File: config.mk
export PLATFORM = sky130hd
export DESIGN_NAME = wdg_top
export DESIGN_NICKNAME = d
export VERILOG_FILES = /design/src/rtl/wdg_pkg.sv /design/src/rtl/wdg_regs.sv /design/src/rtl/wdg_counter.sv /design/src/rtl/wdg_resp.sv /design/src/rtl/wdg_pulse.sv /design/src/rtl/wdg_top.sv
export SDC_FILE = /design/constraint.sdc
export NUM_CORES = 1
export LEC_CHECK = 0
export CORE_ASPECT_RATIO = 1.25
export CORE_MARGIN = 2
export CORE_UTILIZATION = 25
export CTS_CLUSTER_DIAMETER = 80
export DETAILED_ROUTE_END_ITERATION = 8
export GPL_TIMING_DRIVEN = 0
export MAX_ROUTING_LAYER = met4
export PLACE_DENSITY = 0.48
export SLEW_MARGIN = 20
export SYNTH_ARGS = -nofsm -noshare
export SYNTH_HDL_FRONTEND = slang
export SYNTH_SLANG_ARGS = --single-unit
File: constraint.sdc
create_clock -name clk -period 2.6 [get_ports clk]
set_clock_uncertainty 0.1 [all_clocks]
set_input_delay 0.26 -clock clk [delete_from_list [all_inputs] [get_ports clk]]
set_output_delay 0.26 -clock clk [all_outputs]
set_load 0.02 [all_outputs]
File: src/rtl/wdg_pkg.sv
package wdg_pkg;

   localparam int ADDR_W = 3;
   localparam int DATA_W = 32;

   typedef enum logic [ADDR_W-1:0] {
      A_CTRL  = 3'd0,
      A_PLEN  = 3'd1,
      A_KICK  = 3'd2,
      A_COUNT = 3'd3,
      A_STAT  = 3'd4,
      A_ICLR  = 3'd5
   } wdg_addr_e;

   localparam logic [DATA_W-1:0] KICK_KEY = 32'h0000_0076;

   localparam int CTRL_EN_BIT   = 0;
   localparam int CTRL_MODE_BIT = 1;
   localparam int CTRL_RNG_LSB  = 4;

endpackage

File: src/rtl/wdg_regs.sv
module wdg_regs
   import wdg_pkg::*;
#(
   parameter int CNT_W    = 32,
   parameter int RANGE_W  = 4,
   parameter int PLEN_W   = 8,
   parameter logic [PLEN_W-1:0] PLEN_RST = '0,
   parameter bit RD_CLR   = 1'b1
) (
   input  logic                clk,
   input  logic                rst_n,
   input  logic                wr,
   input  logic                rd,
   input  logic [ADDR_W-1:0]   addr,
   input  logic [DATA_W-1:0]   wdata,
   input  logic [CNT_W-1:0]    count,
   input  logic                irq_pend,
   output logic [DATA_W-1:0]   rdata,
   output logic                en,
   output logic                mode,
   output logic [RANGE_W-1:0]  range_sel,
   output logic [PLEN_W-1:0]   plen,
   output logic                kick,
   output logic                clr
);

   logic wr_ctrl, wr_plen, wr_kick, wr_iclr, rd_iclr;

   assign wr_ctrl = wr && (addr == A_CTRL);
   assign wr_plen = wr && (addr == A_PLEN);
   assign wr_kick = wr && (addr == A_KICK);
   assign wr_iclr = wr && (addr == A_ICLR);

   generate
      if (RD_CLR) begin : g_rdclr
         assign rd_iclr = rd && (addr == A_ICLR);
      end else begin : g_no_rdclr
         assign rd_iclr = 1'b0;
      end
   endgenerate

   assign kick = wr_kick && (wdata == KICK_KEY);
   assign clr  = wr_iclr || rd_iclr;

   always_ff @(posedge clk or negedge rst_n) begin
      if (!rst_n) begin
         en        <= 1'b0;
         mode      <= 1'b0;
         range_sel <= '0;
         plen      <= PLEN_RST;
      end else begin
         if (wr_ctrl) begin
            en        <= en | wdata[CTRL_EN_BIT];
            mode      <= wdata[CTRL_MODE_BIT];
            range_sel <= wdata[CTRL_RNG_LSB +: RANGE_W];
         end
         if (wr_plen) begin
            plen <= wdata[PLEN_W-1:0];
         end
      end
   end

   always_comb begin
      rdata = '0;
      case (addr)
         A_CTRL: begin
            rdata[CTRL_EN_BIT]              = en;
            rdata[CTRL_MODE_BIT]            = mode;
            rdata[CTRL_RNG_LSB +: RANGE_W]  = range_sel;
         end
         A_PLEN:  rdata[PLEN_W-1:0] = plen;
         A_COUNT: rdata[CNT_W-1:0]  = count;
         A_STAT:  rdata[0]          = irq_pend;
         A_ICLR:  rdata[0]          = irq_pend;
         default: rdata = '0;
      endcase
   end

endmodule

File: src/rtl/wdg_counter.sv
module wdg_counter #(
   parameter int CNT_W    = 32,
   parameter int RANGE_W  = 4,
   parameter int BASE_EXP = 16
) (
   input  logic               clk,
   input  logic               rst_n,
   input  logic               en,
   input  logic [RANGE_W-1:0] range_sel,
   input  logic               kick,
   input  logic               hold,
   output logic [CNT_W-1:0]   count,
   output logic               timeout
);

   localparam int N_RANGE = 2 ** RANGE_W;
   localparam logic [CNT_W-1:0] ONE = {{(CNT_W-1){1'b0}}, 1'b1};

   logic [CNT_W-1:0] preload_tab [N_RANGE];
   logic [CNT_W-1:0] preload;

   generate
      for (genvar i = 0; i < N_RANGE; i++) begin : g_tab
         assign preload_tab[i] = (ONE << (BASE_EXP + i)) - ONE;
      end
   endgenerate

   assign preload = preload_tab[range_sel];
   assign timeout = en && !hold && !kick && (count == '0);

   always_ff @(posedge clk or negedge rst_n) begin
      if (!rst_n) begin
         count <= preload_tab[0];
      end else if (!en || kick || timeout) begin
         count <= preload;
      end else if (!hold) begin
         count <= count - ONE;
      end
   end

endmodule

File: src/rtl/wdg_resp.sv
module wdg_resp (
   input  logic clk,
   input  logic rst_n,
   input  logic timeout,
   input  logic mode,
   input  logic clr,
   output logic irq,
   output logic fire
);

   logic first_hit;

   assign first_hit = timeout && mode && !irq;
   assign fire      = timeout && (!mode || irq);

   always_ff @(posedge clk or negedge rst_n) begin
      if (!rst_n) begin
         irq <= 1'b0;
      end else if (first_hit) begin
         irq <= 1'b1;
      end else if (clr) begin
         irq <= 1'b0;
      end
   end

endmodule

File: src/rtl/wdg_pulse.sv
module wdg_pulse #(
   parameter int PLEN_W = 8
) (
   input  logic              clk,
   input  logic              rst_n,
   input  logic              fire,
   input  logic [PLEN_W-1:0] plen,
   output logic              active
);

   logic [PLEN_W-1:0] left_q;

   always_ff @(posedge clk or negedge rst_n) begin
      if (!rst_n) begin
         active <= 1'b0;
         left_q <= '0;
      end else if (active) begin
         if (left_q == '0) begin
            active <= 1'b0;
         end else begin
            left_q <= left_q - PLEN_W'(1);
         end
      end else if (fire) begin
         active <= 1'b1;
         left_q <= plen;
      end
   end

endmodule

File: src/rtl/wdg_top.sv
module wdg_top
   import wdg_pkg::*;
#(
   parameter int CNT_W    = 32,
   parameter int RANGE_W  = 4,
   parameter int BASE_EXP = 16,
   parameter int PLEN_W   = 8,
   parameter logic [PLEN_W-1:0] PLEN_RST = 8'd15,
   parameter bit RD_CLR   = 1'b1
) (
   input  logic        clk,
   input  logic        rst_n,
   input  logic        reg_wr,
   input  logic        reg_rd,
   input  logic [2:0]  reg_addr,
   input  logic [31:0] reg_wdata,
   output logic [31:0] reg_rdata,
   output logic        irq_o,
   output logic        rst_req_o
);

   localparam int TOP_EXP = BASE_EXP + (2 ** RANGE_W) - 1;

   initial begin
      assert (CNT_W >= 2 && CNT_W <= DATA_W)
         else $error("wdg_top: CNT_W must lie in 2..%0d", DATA_W);
      assert (TOP_EXP <= CNT_W)
         else $error("wdg_top: largest range needs %0d counter bits", TOP_EXP);
      assert (CTRL_RNG_LSB + RANGE_W <= DATA_W)
         else $error("wdg_top: range field does not fit the data word");
      assert (PLEN_W >= 1 && PLEN_W <= DATA_W)
         else $error("wdg_top: PLEN_W must lie in 1..%0d", DATA_W);
   end

   logic               en_w, mode_w, kick_w, clr_w, tmo_w, fire_w, hold_w;
   logic [RANGE_W-1:0] rng_w;
   logic [PLEN_W-1:0]  plen_w;
   logic [CNT_W-1:0]   cnt_w;

   wdg_regs #(
      .CNT_W    (CNT_W),
      .RANGE_W  (RANGE_W),
      .PLEN_W   (PLEN_W),
      .PLEN_RST (PLEN_RST),
      .RD_CLR   (RD_CLR)
   ) regs_i (
      .clk       (clk),
      .rst_n     (rst_n),
      .wr        (reg_wr),
      .rd        (reg_rd),
      .addr      (reg_addr),
      .wdata     (reg_wdata),
      .count     (cnt_w),
      .irq_pend  (irq_o),
      .rdata     (reg_rdata),
      .en        (en_w),
      .mode      (mode_w),
      .range_sel (rng_w),
      .plen      (plen_w),
      .kick      (kick_w),
      .clr       (clr_w)
   );

   wdg_counter #(
      .CNT_W    (CNT_W),
      .RANGE_W  (RANGE_W),
      .BASE_EXP (BASE_EXP)
   ) cnt_i (
      .clk       (clk),
      .rst_n     (rst_n),
      .en        (en_w),
      .range_sel (rng_w),
      .kick      (kick_w),
      .hold      (hold_w),
      .count     (cnt_w),
      .timeout   (tmo_w)
   );

   wdg_resp resp_i (
      .clk     (clk),
      .rst_n   (rst_n),
      .timeout (tmo_w),
      .mode    (mode_w),
      .clr     (clr_w),
      .irq     (irq_o),
      .fire    (fire_w)
   );

   wdg_pulse #(
      .PLEN_W (PLEN_W)
   ) pulse_i (
      .clk    (clk),
      .rst_n  (rst_n),
      .fire   (fire_w),
      .plen   (plen_w),
      .active (rst_req_o)
   );

   assign hold_w = rst_req_o;

endmodule

# Word level (Yosys, flattened, before mapping)
# Memory sizes are Yosys's and may differ from the RTL's.
# Cells that the tools add are included.
# word_totals
mem_bits_ro	512
n_memories	1
out_inout_bits	34
wordCells	67
reg_bits	56
# classes
bitwise_logic	2
reduce_logical	28
n_mux	17
add_sub_neg	2
n_eq_ne	8
order_cmp	1
# mem_list
name	depth	word_bits	read_ports	rd_ports_with_merged_regs	wr	line	source
(no name shown)	16	32	1	0	0	wdg_counter.sv:28	assign preload = preload_tab[range_sel];
# ops
cell	count
2-to-1 mux 32 bit	4
equality test 32 x 7 -> 1 bit (second input constant)	1
zero test 32 bit	1
subtractor 32 x 1 -> 32 bit (second input constant)	1
2-to-1 mux 24 bit	1
2-to-1 mux 8 bit	3
logical AND 1 bit	12
case mux 4 bit (3 select lines)	1
zero test 8 bit	1
subtractor 8 x 1 -> 8 bit (second input constant)	1
equality test 3 x 2 -> 1 bit (second input constant)	2
equality test 3 bit (second input constant)	2
>= comparator 5 bit (second input constant)	1
zero test 1 bit	5
2-to-1 mux 1 bit	5
inverter 4 -> 5 bit	1
logical OR 1 bit	4
!= test 2 bit (second input constant)	2
case mux 1 bit (4 select lines)	1
case mux 2 bit (2 select lines)	1
nonzero test 2 bit	2
equality test 3 x 1 -> 1 bit (second input constant)	1
zero test 3 bit	1
case mux 1 bit (3 select lines)	1
other kinds (3)	3

# Depth between registers and ports, before layout
# Gate-level depths: netlist (run 1).
# depth
word_depth	9
ltp_mapped	9
ltp_nobuf	7

# Cells and area by module
# Synthesis (run 1) repeated with hierarchy kept, for this count alone.
# unflattened
hier_cells	364
area_unflattened_um2	3482.1
# modules_own_cells
mod	area_each_um2	cells_per_inst	seq_area_each_um2	instances
wdg_counter	1838.0	198	820.8	1
wdg_regs	1022.2	102	355.3	1
wdg_pulse	569.3	59	225.2	1
wdg_resp	52.6	5	25.0	1

# Least setup slack after synthesis (run 1)
# OpenSTA, ideal clock, no wires.
# synth_timing
path_type	reg-to-reg
start	register cnt_i.count[20]
end	register cnt_i.count[30]
path_buffers	0
period_less_slack_ps	2541
required_time_ps	2376
arrival_ps	2317
setup_slack_ps	59
path_stages_with_launch	7
cell_sequence	dfrtp_1 or4_1 nor4b_4 nand2_2 or4_4 o21a_1 o31a_1
# synth_via
elab_chain_cells	4
word_cells_on_any_way	7
# synth_lines
element	line	source
start: declaration	wdg_counter.sv:12	output logic [CNT_W-1:0] count,
start signal: assignment	wdg_counter.sv:33	count <= preload_tab[0];
start signal: assignment	wdg_counter.sv:35	count <= preload;
start signal: assignment	wdg_counter.sv:37	count <= count - ONE;
parallel branches: the longest is 4 deep, another holds subtractor 32 x 1 -> 32 bit	--	
# Several ways; the timed one is not identified. The select of a mux whose other input is x is not followed.
# A chain may end at the register's enable or synchronous reset.

# Worst setup path after layout (run 1)
# layout_timing
start	register cnt_i.count[9]
end	register pulse_i.left_q[5]
# layout_via
elab_chain_cells	5
# layout_lines
element	line	source
zero test 32 bit	wdg_counter.sv:29	assign timeout = en && !hold && !kick && (count == '0);
logical AND 1 bit	wdg_counter.sv:29	
logical AND 1 bit	wdg_resp.sv:14	assign fire = timeout && (!mode || irq);
nonzero test 2 bit (no source line)	--	
AND reduction 2 bit (no source line)	--	
end signal: assignment	wdg_pulse.sv:21	left_q <= left_q - PLEN_W'(1);
end signal: assignment	wdg_pulse.sv:25	left_q <= plen;
end: declaration	wdg_pulse.sv:11	logic [PLEN_W-1:0] left_q;
# Every way passes these cells.

==> impl_metrics.ini, run 1 <==
[finish]
drive_gt1_frac = 0.205
layout_common_cells = clkdlybuf4s50_1 (45), dfrtp_1 (36), nor2_1 (29), nand2_1 (27), and2_1 (25)
layout_commonest_cell = clkdlybuf4s50_1
antenna_cells = 0
utilization = 0.356
area.growth.synth_to_final_pct = 39.4
final_nets = 494

[route]
drc = 0
dr.pass1.iters = 4
ant_nets = 0
wl_per_cell_um = 15.5
wirelength_mm = 9.68
via_count = 3010
avgViaCountPerCell = 4.82
first_iter_violations = 123

[pwr]
peakVddDrop_mv = 0.314
p_comb_frac = 0.291
leakage_uw = 0.00184
seqPwrFrac = 0.446
switchingPower_uw = 971
p_sw_frac = 0.333
power_frac_clock = 0.263
p_int_uw = 1950
power.density_mw_per_mm2 = 619

[global_routing]
grt_remaining_overflow = 0
grt_antenna_before_repair = 0
grt_first_pass_wirelength_mm = 15.8
track_usage = 0.142
grt_start_max_net_pins = 34
grt_pass1_vias = 3017

[yosys]
synth.area.top_cells = dfrtp_1 (27%), dfstp_2 (16%), xnor2_1 (5.7%)
synth-seq-area-share = 0.422
synth-seq-cells = 56
synth_edf_count = 0
async_reset_ff_frac = 1.00
syn_area_mm2 = 0.00338
yosys.area_share.simple = 0.262
synth_cells = 358
synth_xor_area_frac = 0.0751
synth_area_per_cell_um2 = 9.45
synth_top_family_by_area = simple AND/OR/NAND/NOR gates
synth_area_leader_cell = dfrtp_1
syn_nets = 399
synth_top_area_frac = 0.266
ys_types = 55
synthMuxAreaShare = 0.0781
synth-compound-area-share = 0.117
ys_warn_count = 0
synthFlopType = dfrtp_1
synth_fa_ha_area_frac = 0.00740

[die]
core_mm2 = 0.0132
fp-row-count = 47
pin_count = 73
die_w_um = 108
die_area_mm2 = 0.0145
die_y_um = 134
initial_utilization = 0.256

[critical_path]
critPathLaunchType = flop
crit_arrival_ps = 2630
r2r-end = pulse_i.left_q[5]
worstRegToRegCells = 8
cp.required_ps = 2650
timing.rr.start = cnt_i.count[9]
criticalPathCategory = reg -> reg
end_kind = flop
worstPathMaxFanout = 4
r2r_slack_ps = 30

[sta]
rsz0062_at_grt = true
clock.fmax_mhz = 388
setup_viol = 0
setup_ws_ps = 25.4
worstMarginPinSlew_ps = 807
slew_violations = 0
timing.final.crit_share = 0.990
report.final.hold_viol_count = 0
min_period_ps = 2570
max_slew_margin = 0.458

[flow_run]
max_cap_viol_count = 0

[place]
pre_cts_slack_ps = -782
dp.final_hpwl_mm = 7.36
numPortBuffers = 70
gp_congestion = 0.829

[clock_tree]
htree_levels = 2
cts_tree = built
clkTransAtPathRegs_ps = 70
clockBufferDepth = 2
cts.sinks = 56
cts-buffers-inserted = 5
clk_latency_ps = 290
clock-root-buffer = clkbuf_16

[hold_path]
hp-class = in -> async

[status]
status = complete, no violations
## worst max-delay path, stage by stage, from the launching register on
cell	delay (ps)
dfstp_2	380
or4_4	570
nor4b_4	330
nand4_1	160
buf_4	180
nor3b_4	270
buf_6	150
mux2i_2	210
a211oi_2	80
## repair_timing
action	CTS	global route
gates cloned	0	1
gates resized for setup	40	24
buffers inserted	6	10
setup endpoints to repair	65	36
pin swaps	5	8
hold buffers	1	0
endpoints found under the hold margin	19	0
## flip-flops by register name, summed over array words and instances, names as in the netlist
| register | count |
|---|---|
| cnt_i.count | 32 |
| pulse_i.active | 1 |
| pulse_i.left_q | 8 |
| regs_i.en | 1 |
| regs_i.mode | 1 |
| regs_i.plen | 8 |
| regs_i.range_sel | 4 |
| resp_i.irq | 1 |
## routing by layer
| layer | wire length, um | global-route usage | vias to the layer above | part of all wire |
|---|---|---|---|---|
| met1 | 4500 | 0.186 | 1463 | 0.46 |
| met2 | 4870 | 0.239 | 53 | 0.50 |
| li1 | - | - | 1490 | - |
| met4 | 65 | 0.0242 | 0 | 0.0067 |
| met3 | 246 | 0.0165 | 4 | 0.025 |
| met5 | 0 | - | - | 0 |
## metrics by stage
step | TNS (ps) | hold slack, ps | cells | area (um^2) | total power (uW)
floorplan | 0 | -136 | 358 | 3380 | 1760
global placement | -66390 | 384 | 599 | 4300 | 2090
detailed placement | -38300 | 89.3 | 600 | 4310 | 2100
CTS | 0 | 316 | 615 | 4570 | 2890
global route | -805 | 360 | 625 | 4720 | 3100
finish | 0 | 304 | 625 | 4720 | 2920
## synthesized netlist by cell type, types with 7 or more instances
library cell	number
and2_1	25
dfstp_2	20
inv_1	10
mux2_2	11
xor2_1	7
nand2_1	28
dfrtp_1	36
nor2_1	30
xnor2_1	22
a21oi_1	14
nor3_1	16
nor4_1	13
a31oi_1	7
nand3_1	8
clkbuf_1	18
mux2i_1	14
## cell families (layout without fill, tap and decap cells)
| kind of cell | count (synthesis) | after routing |
|---|---|---|
| AOI/OAI and AO/OA | 56 | 56 |
| xor gates and xnor gates | 29 | 29 |
| adders and majority gates | 2 | 2 |
| buffers and inverters | 32 | 128 |
| DFF | 56 | 56 |
| muxes | 25 | 25 |
| and+or+nand+nor | 158 | 158 |
## layout make-up
cell class | instances | area (um^2)
fill | 1407 | 8520
multi-input combinational | 270 | 1930
sequential | 56 | 1430
timing repair buffer | 89 | 837
tap | 171 | 214
clock buffer | 6 | 129
buffer | 20 | 106
inverter | 11 | 41.3
clock inverter | 2 | 35.0
## power groups by stage
stage / registers, uW / clock network (uW) / logic, uW
2_1_floorplan: 1230 / 0 / 524
3_3_place_gp: 1310 / 0 / 778
3_5_place_dp: 1310 / 0 / 787
4_1_cts: 1300 / 789 / 797
5_1_grt: 1340 / 828 / 938
6_report: 1300 / 767 / 850
## how the worst max path moves through the flow
stage | start | end | slack, ps
after global placement | reg_wdata[6] | cnt_i.count[17] | -810
after detailed placement | reg_wdata[6] | cnt_i.count[17] | -780
after global routing | cnt_i.count[8] | pulse_i.left_q[4] | -130
after floorplan | cnt_i.count[20] | cnt_i.count[30] | 60
after CTS | cnt_i.count[9] | cnt_i.count[30] | 20
final | cnt_i.count[9] | pulse_i.left_q[5] | 30
Power figures use the tool's default switching activity.
==> inputs of run 2 (changes only) <==
- CAP_MARGIN: default -> 20
==> results of run 2 <==
The final DEF is identical to that of run 1; final timing and power are the same.
==> inputs of run 3 (changes only) <==
- TNS_END_PERCENT: default -> 20
==> run 3 against run 2 <==
The flow now finishes with violations (negative setup slack). Wire length down 0.59%. Non-clock buffer count down 3. Maximum frequency down 1.1%. Critical endpoint is now cnt_i.count[30]. Largest cell class unchanged.
==> impl_metrics.ini, run 3 (synthesized netlist as in run 1, its figures left out) <==
[clock_tree]
clkTransAtPathRegs_ps = 70
htree_levels = 2
clockBufferDepth = 2
cts.sinks = 56
clk_latency_ps = 290
clock-root-buffer = clkbuf_16
cts_tree = built
cts-buffers-inserted = 5

[sta]
rsz0062_at_grt = true
worstMarginPinSlew_ps = 826
clock.fmax_mhz = 384
report.final.hold_viol_count = 0
setup_ws_ps = -4.27
max_slew_margin = 0.445
timing.final.crit_share = 1.00
tns_ps = -4.27
min_period_ps = 2600
slew_violations = 0
setup_viol = 1

[place]
dp.final_hpwl_mm = 7.36
dp.cells = 600
placed_cell_area_mm2 = 0.00431
gp_congestion = 0.829
numPortBuffers = 70

[die]
die_y_um = 134
core_mm2 = 0.0132
die_area_mm2 = 0.0145
pin_count = 73
fp-row-count = 47
initial_utilization = 0.256
die_w_um = 108

[route]
wirelength_mm = 9.62
via_count = 2971
wl_per_cell_um = 15.5
ant_nets = 0
dr.pass1.iters = 4
avgViaCountPerCell = 4.78
drc = 0
first_iter_violations = 108

[finish]
area.growth.synth_to_final_pct = 37.3
top_register = cnt_i.count
final_cells = 622
final_nets = 491
largest_reg_flops = 32
layout_common_cells = clkdlybuf4s50_1 (45), dfrtp_1 (36), nor2_1 (29), nand2_1 (28), and2_1 (25)
stdcell_area_mm2 = 0.00464
antenna_cells = 0
reg_top3 = cnt_i.count: 32 flops, pulse_i.left_q: 8 flops, regs_i.plen: 8 flops
drive_gt1_frac = 0.184
layout_commonest_cell = clkdlybuf4s50_1

[critical_path]
criticalPathCategory = reg -> reg
r2r-end = cnt_i.count[30]
end_kind = flop
worstPathMaxFanout = 5
worstRegToRegCells = 6
r2r_slack_ps = -4
cp.required_ps = 2680
timing.rr.start = cnt_i.count[9]
crit_arrival_ps = 2690
critPathLaunchType = flop

[pwr]
power.density_mw_per_mm2 = 623
finalPower_uw = 2890
peakVddDrop_mv = 0.312
leakage_uw = 0.00181

[flow_run]
max_cap_viol_count = 0

[global_routing]
grt_first_pass_wirelength_mm = 15.8
grt_pass1_vias = 3003
track_usage = 0.142
grt_remaining_overflow = 0
grt_start_max_net_pins = 34
grt_antenna_before_repair = 0

[status]
status = finished with violations
violations = negative setup slack

[hold_path]
hp-class = in -> async
## run 3: what timing repair did
item / in CTS / in global routing
buffers inserted: 3 / 11
endpoints found under the setup margin: 65 / 34
hold endpoints to repair: 19 / 0
gates resized for setup: 39 / 11
pin swaps: 7 / 7
hold buffers: 1 / 0
## run 3: layer usage
layer | track usage | wire length (um) | vias up
li1 | - | - | 1475
met1 | 0.187 | 4460 | 1440
met2 | 0.238 | 4830 | 52
met3 | 0.0165 | 257 | 4
met4 | 0.0242 | 66 | 0
met5 | - | 0 | -
## run 3: final cells by class
class | count | area [um^2]
inverter | 11 | 41.3
sequential | 56 | 1430
tap | 171 | 214
clock inverter | 2 | 35.0
multi-input combinational | 270 | 1890
buffer | 20 | 97.6
timing repair buffer | 86 | 807
fill | 1415 | 8590
clock buffer | 6 | 129
## run 3: power breakdown
part / leakage [uW] / total [uW] / internal (uW) / switching, uW
combinational: 0.00109 / 829 / 404 / 425
clock: 0.0000808 / 766 / 454 / 311
sequential: 0.000644 / 1300 / 1080 / 222
total: 0.00181 / 2890 / 1940 / 958
## run 3: per-stage QoR
step | utilization | hold slack [ps] | worst slack, ps
floorplan | - | -136 | 59.0
global placement | 0.325 | 384 | -815
detailed placement | 0.326 | 89.3 | -782
CTS | 0.344 | 316 | -79.1
global route | 0.351 | 360 | -110
finish | 0.351 | 305 | -4.27
## run 3: critical path, stage by stage, from the launching register on
cell     delay (ps)
dfstp_2         380
or4_4           570
nor4b_4         330
nand2_2         130
or4_4           580
o21a_1          190
o31a_1          220
## run 3: worst max-delay path by stage
stage	start	endpoint	slack [ps]	depth (start not counted)
after global routing	cnt_i.count[8]	pulse_i.left_q[5]	-110	8
after global placement	reg_wdata[6]	cnt_i.count[17]	-810	9
after detailed placement	reg_wdata[6]	cnt_i.count[17]	-780	9
after CTS	cnt_i.count[9]	pulse_i.left_q[4]	-80	8
after floorplan	cnt_i.count[20]	cnt_i.count[30]	60	6
final	cnt_i.count[9]	cnt_i.count[30]	-4	6
